[config.mk]
export PLATFORM = sky130hd
export DESIGN_NAME = apx_taylor_div
export DESIGN_NICKNAME = d
export VERILOG_FILES = /design/src/rtl/apx_div_pkg.sv /design/src/rtl/apx_lead_one.sv /design/src/rtl/apx_series_unit.sv /design/src/rtl/apx_quot_place.sv /design/src/rtl/apx_taylor_div.sv
export SDC_FILE = /design/constraint.sdc
export NUM_CORES = 1
export LEC_CHECK = 0
export ABC_CLOCK_PERIOD_IN_PS = 8200
export BUFFER_PORTS_ARGS = -buffer_cell sky130_fd_sc_hd__buf_2
export CAP_MARGIN = 25
export CORE_UTILIZATION = 60
export DETAILED_ROUTE_END_ITERATION = 8
export PLACE_DENSITY_LB_ADDON = 0.25
export SLEW_MARGIN = 20
export SYNTH_ARGS = -nofsm -noshare
export SYNTH_HDL_FRONTEND = slang
export SYNTH_SLANG_ARGS = --single-unit
[constraint.sdc]
create_clock -name clk -period 8.2 [get_ports clk]
set_input_delay 1.64 -clock clk [delete_from_list [all_inputs] [get_ports clk]]
set_output_delay 1.64 -clock clk [all_outputs]
set_load 0.02 [all_outputs]
[src/rtl/apx_div_pkg.sv]
package apx_div_pkg;

    typedef enum logic [1:0] {
        ST_IDLE    = 2'd0,
        ST_SERIES  = 2'd1,
        ST_PRODUCT = 2'd2
    } apx_state_e;

endpackage

[src/rtl/apx_lead_one.sv]
module apx_lead_one #(
    parameter  int W  = 8,
    localparam int PW = $clog2(W)
) (
    input  logic [W-1:0]  val,
    output logic [PW-1:0] pos,
    output logic          none
);

    always_comb begin
        pos = '0;
        for (int i = 0; i < W; i++) begin
            if (val[i]) pos = PW'(i);
        end
    end

    assign none = ~|val;

endmodule

[src/rtl/apx_series_unit.sv]
module apx_series_unit #(
    parameter  int W   = 8,
    localparam int TPW = 2 * W
) (
    input  logic         clk,
    input  logic         rst_n,
    input  logic         load,
    input  logic         step,
    input  logic [W-1:0] x_in,
    output logic [W:0]   acc,
    output logic [W-1:0] term
);

    logic [W-1:0]   x_q;
    logic [TPW-1:0] tprod;
    logic [W-1:0]   term_next;

    assign tprod     = TPW'(term) * TPW'(x_q);
    assign term_next = W'(tprod >> W);

    always_ff @(posedge clk or negedge rst_n) begin
        if (!rst_n) begin
            acc  <= '0;
            term <= '0;
            x_q  <= '0;
        end else if (load) begin
            acc  <= (W+1)'(1) << W;
            term <= x_in;
            x_q  <= x_in;
        end else if (step) begin
            acc  <= acc + (W+1)'(term);
            term <= term_next;
        end
    end


    term_shrink_chk: assert property (@(posedge clk) disable iff (!rst_n)
        step && !load |=> term <= $past(term));


    acc_grow_chk: assert property (@(posedge clk) disable iff (!rst_n)
        step && !load |=> acc >= $past(acc));

endmodule

[src/rtl/apx_quot_place.sv]
module apx_quot_place #(
    parameter  int W   = 8,
    localparam int LW  = $clog2(2 * W - 1),
    localparam int PRW = 2 * W + 1,
    localparam int XW  = 3 * W
) (
    input  logic [W-1:0]    mant_a,
    input  logic [W:0]      acc,
    input  logic [LW-1:0]   amt,
    output logic [2*W-1:0]  q
);

    logic [PRW-1:0] prod;
    logic [W-1:0]   qm;
    logic [XW-1:0]  stg [LW+1];

    assign prod   = PRW'(mant_a) * PRW'(acc);
    assign qm     = W'(prod >> (W + 1));
    assign stg[0] = XW'(qm);

    for (genvar k = 0; k < LW; k++) begin : g_shift
        assign stg[k+1] = amt[k] ? (stg[k] << (1 << k)) : stg[k];
    end

    assign q = (2*W)'(stg[LW] >> (W - 2));

endmodule

[src/rtl/apx_taylor_div.sv]
module apx_taylor_div
    import apx_div_pkg::*;
#(
    parameter  int W  = 8,
    localparam int TW = $clog2(W + 1),
    localparam int PW = $clog2(W),
    localparam int LW = $clog2(2 * W - 1)
) (
    input  logic           clk,
    input  logic           rst_n,
    input  logic           start,
    input  logic [W-1:0]   dividend,
    input  logic [W-1:0]   divisor,
    input  logic [TW-1:0]  order,
    output logic           done,
    output logic [2*W-1:0] quotient
);

    apx_state_e     state;
    logic [PW-1:0]  pa, pb;
    logic           a_zero, b_zero;
    logic [PW-1:0]  sa, sb;
    logic [W-1:0]   a_norm, b_norm, x_new;
    logic [LW-1:0]  lsh_new;
    logic [TW-1:0]  t_eff;
    logic           accept, go;

    logic [W-1:0]   mant_a;
    logic [LW-1:0]  lsh;
    logic [TW-1:0]  cnt;
    logic [W:0]     acc;
    logic [W-1:0]   term;
    logic [2*W-1:0] q_placed;

    apx_lead_one #(.W(W)) u_lead_a (.val(dividend), .pos(pa), .none(a_zero));
    apx_lead_one #(.W(W)) u_lead_b (.val(divisor),  .pos(pb), .none(b_zero));

    assign sa      = PW'(W - 1) - pa;
    assign sb      = PW'(W - 1) - pb;
    assign a_norm  = dividend << sa;
    assign b_norm  = divisor << sb;
    assign x_new   = (~b_norm) + W'(1);
    assign lsh_new = LW'(pa) + LW'(sb);
    assign t_eff   = (order > TW'(W)) ? TW'(W) : order;
    assign accept  = (state == ST_IDLE) && start;
    assign go      = accept && !a_zero && !b_zero;

    apx_series_unit #(.W(W)) u_series (
        .clk   (clk),
        .rst_n (rst_n),
        .load  (go),
        .step  (state == ST_SERIES),
        .x_in  (x_new),
        .acc   (acc),
        .term  (term)
    );

    apx_quot_place #(.W(W)) u_place (
        .mant_a (mant_a),
        .acc    (acc),
        .amt    (lsh),
        .q      (q_placed)
    );

    always_ff @(posedge clk or negedge rst_n) begin
        if (!rst_n) begin
            state <= ST_IDLE;
        end else begin
            unique case (state)
                ST_IDLE:    if (go) state <= (t_eff == '0) ? ST_PRODUCT : ST_SERIES;
                ST_SERIES:  if (cnt == TW'(1)) state <= ST_PRODUCT;
                ST_PRODUCT: state <= ST_IDLE;
                default:    state <= ST_IDLE;
            endcase
        end
    end

    always_ff @(posedge clk or negedge rst_n) begin
        if (!rst_n) begin
            done     <= 1'b0;
            quotient <= '0;
            mant_a   <= '0;
            lsh      <= '0;
            cnt      <= '0;
        end else begin
            done <= 1'b0;
            unique case (state)
                ST_IDLE: begin
                    if (accept) begin
                        if (b_zero) begin
                            done     <= 1'b1;
                            quotient <= '1;
                        end else if (a_zero) begin
                            done     <= 1'b1;
                            quotient <= '0;
                        end else begin
                            mant_a <= a_norm;
                            lsh    <= lsh_new;
                            cnt    <= t_eff;
                        end
                    end
                end
                ST_SERIES: cnt <= cnt - TW'(1);
                ST_PRODUCT: begin
                    done     <= 1'b1;
                    quotient <= q_placed;
                end
                default: ;
            endcase
        end
    end


    done_idle_chk: assert property (@(posedge clk) disable iff (!rst_n)
        done |-> state == ST_IDLE);


    busy_hold_chk: assert property (@(posedge clk) disable iff (!rst_n)
        state != ST_IDLE |=> $stable(mant_a) && $stable(lsh));


    cnt_bound_chk: assert property (@(posedge clk) disable iff (!rst_n)
        state == ST_SERIES |-> (cnt != '0) && (cnt <= TW'(W)));


    hold_chk: assert property (@(posedge clk) disable iff (!rst_n)
        !done |-> $stable(quotient));

endmodule

==> summary.txt <==
Run status
  • Status: complete, no violations

Global route
  • Number of global-route vias before repair: 6,613
  • Global Route Usage Sum: 0.284
  • Gr ovfl total: 0
  • Global-route wire length before repair: 32,500 um
  • Antenna violations before repair: 0
  • Largest net degree at the start of global routing: 61

Critical path
  • Worst r2r path cells: 16
  • Worst path arrival time: 5670 ps
  • Endpoint type of the worst setup path: flip-flop
  • Reg-to-reg startpoint: u_series.acc[2]$_DFFE_PN0P_
  • Worst-path fanout max: 10
  • Most used cell, CP: fa_1
  • Crit path kind: reg2reg
  • CP Launch Type: flip-flop
  • CP peak stage delay: 540 ps
  • Crit Reg-Reg Endpoint: quotient[9]$_DFFE_PN0P_
  • Crit-path cells: and2_1 > fa_1 > fa_1 > fa_1 > inv_1 > fa_1 > inv_1 > ha_1 > a21o_1 > a31o_1 > a211oi_4 > or4_1 > or4b_1 > o22ai_2 > o22ai_1 > o22a_1
  • Worst path required time: 8410 ps
  • Reg2reg setup slack: 2740 ps
  • Worst setup startpoint: u_series.acc[2]$_DFFE_PN0P_
  • Slowest CP cell: fa_1

Timing
  • Final Hold Fails: 0
  • Max Slew Vio Count: 0
  • Setup violations, final: 0
  • Rel. slew slack: 0.338
  • Fin crit share: 0.666
  • Setup TNS: 0 ps
  • Final Skew: 8.00 ps
  • Fin crit period: 5460 ps
  • Achievable Freq: 0.183 GHz
  • RSZ-0062 raised after global routing: false
  • Worst Max-Slew Pin Slew: 984 ps

Yosys
  • Synth Area in Compound Gates: 0.186
  • Area contributors post-synth: fa_1 19%, dfrtp_1 18%, ha_1 12%
  • Warnings from Yosys: 0
  • Multiplexer share of the synthesized area: 0.0133
  • Mapped Nets: 1,151
  • Dominant cell type by area after synthesis: fa_1
  • Largest family of logic cells by synthesized area: adder cells
  • Area share of the largest cell type after synthesis: 0.191
  • Synth Area in XOR/XNOR: 0.0225
  • Simple-gate share of the synthesized area: 0.202
  • Mapped cell area: 8190 um^2
  • Syn avg cell area: 8.45 um^2
  • Register area share after synthesis: 0.183
  • Synth unique cells: 81
  • #FFs+latches synth: 60
  • Synth async-reset ratio: 1.00
  • Syn Inst Count: 969
  • Primary FF master, synth: dfrtp_1
  • Post-synth EDFFs: 0
  • Adder-cell share of the synthesized area: 0.314

Routing
  • Top routing layer used: met4
  • Drt wl/cell: 15.9 um
  • Met2 Wirelength: 8630 um
  • Met1 WL: 8910 um
  • Via count: 6,818
  • DRC viols: 0
  • ANT nets after route: 0
  • DR iter-0 viols: 615
  • Vias per std cell: 5.85
  • Met3 WL post-DR: 791 um
  • Detailed Route WL: 18,600 um
  • Pre-antenna DRT Iters: 5

CTS
  • Clock Tree Buf Depth: 2
  • Hold buffers post-CTS: 0
  • Post-cts resize count: 0
  • Clk_lat worst skew: 330 ps
  • Root Driver: clkbuf_16
  • TritonCTS buffer count: 9
  • Clock sinks: 60
  • Setup Fix Bufs, Post-CTS: 0
  • H-tree depth: 3
  • Reg clk slew, reported paths: 60 ps
  • TritonCTS clock tree: yes

Placed design
  • Post-DP HPWL: 14,200 um
  • GP Congestion: 0.912
  • PortBufs: 39

Cells and area
  • Layout cells sized above 1: 0.0788
  • Layout Nets: 1,168
  • Layout Utilization: 0.663
  • Commonest non-fill, non-tap cells in the layout: 127 x inv_1, 99 x nand2_1, 92 x and2_1, 81 x ha_1, 78 x fa_1
  • Ant. Diodes: 0
  • Commonest non-fill, non-tap cell in the layout: inv_1
  • Area Growth Syn to Fin: 7.68%
  • Multi-input combinational cell area: 6050 um^2
  • FILL cells: 1,113
  • Sequential cell area: 1500 um^2

Die
  • # IOs: 40
  • Starting density of the core: 0.616
  • Die area: 14,100 um^2
  • Die width: 119 um
  • Die H: 119 um
  • Row count: 42
  • CORE AREA: 13,300 um^2

Min path
  • Worst Hold Launch: quotient[5]$_DFFE_PN0P_
  • Worst hold path type: reg2reg
  • WHS Path Cells: 1
  • Hold endpoint: quotient[5]$_DFFE_PN0P_

Flow run
  • Max_cap viols: 0
[registers in the layout (all words and copies together), names as in the netlist]
register       flops
cnt                4
done               1
lsh                4
mant_a             8
quotient          16
state              2
u_series.acc       9
u_series.term      8
u_series.x_q       8
[layer usage]
| layer | vias to the layer above | global-route usage |
|---|---|---|
| met5 | - | 0 |
| met4 | 0 | 0.0672 |
| met3 | 28 | 0.0235 |
| met2 | 208 | 0.451 |
| met1 | 3283 | 0.423 |
| li1 | 3299 | - |
[cell families after synthesis]
kind of cell	after synthesis
simple gates	328
compound gates	224
buf+inv	167
fa+ha+maj	159
flops	60
xor+xnor	21
mux	10
[through the flow]
stage                     area (um^2)  setup WS [ps]  hold slack (ps)  std cells
final                            8820           2740              495       1166
after global routing             8820           2500              511       1166
after global placement           8470           2880              475       1150
after floorplan                  8190           3130              517        969
after detailed placement         8490           2800              487       1151
after CTS                        8820           2780              502       1166
[worst max path at each step]
stage | to | slack [ps] | depth (start not counted)
finish | quotient[9]$_DFFE_PN0P_ | 2740 | 16
global route | quotient[9]$_DFFE_PN0P_ | 2500 | 16
CTS | quotient[9]$_DFFE_PN0P_ | 2780 | 16
detailed placement | quotient[9]$_DFFE_PN0P_ | 2800 | 16
global placement | quotient[9]$_DFFE_PN0P_ | 2880 | 16
floorplan | quotient[8]$_DFFE_PN0P_ | 3130 | 17
[worst max-delay path: cells and delay by family (launching register included)]
kind	cells	cell delay (ps)
buffers and inverters	2	90
AOI/OAI and AO/OA	6	1400
DFF	1	470
and+or+nand+nor	3	890
adders and majority gates	5	2500
[cell usage after synthesis, types with 3 or more instances]
cell / instances
a211o_1: 3
a211oi_1: 6
a21o_1: 16
a21oi_1: 61
a221oi_1: 4
a22o_1: 5
a311oi_1: 3
and2_1: 92
and3_1: 4
buf_2: 8
clkbuf_1: 26
clkinv_1: 3
dfrtp_1: 60
fa_1: 78
ha_1: 81
inv_1: 127
mux2_2: 3
mux2i_1: 6
nand2_1: 99
nand2b_1: 6
nand3_1: 14
nand4_1: 4
nor2_1: 64
nor2b_1: 7
nor3_1: 10
nor4_1: 6
o211ai_1: 6
o21a_1: 10
o21ai_0: 43
o21ai_1: 8
o221ai_1: 5
o22a_1: 3
o22ai_1: 10
o31a_1: 6
o31ai_1: 4
or3_1: 6
xnor2_1: 14
xor2_1: 7
[cell type report]
type,instances,share of cell area
clock buffers,12,0.0302
clock inverters,3,0.00780
inverters,131,0.0557
multi-input cells,742,0.686
flip-flops and latches,60,0.170
well taps,176,0.0250
repair buffers,42,0.0251
Power is not shown: default switching activity piles up to over one toggle a cycle in this logic, so the estimate is an artifact.
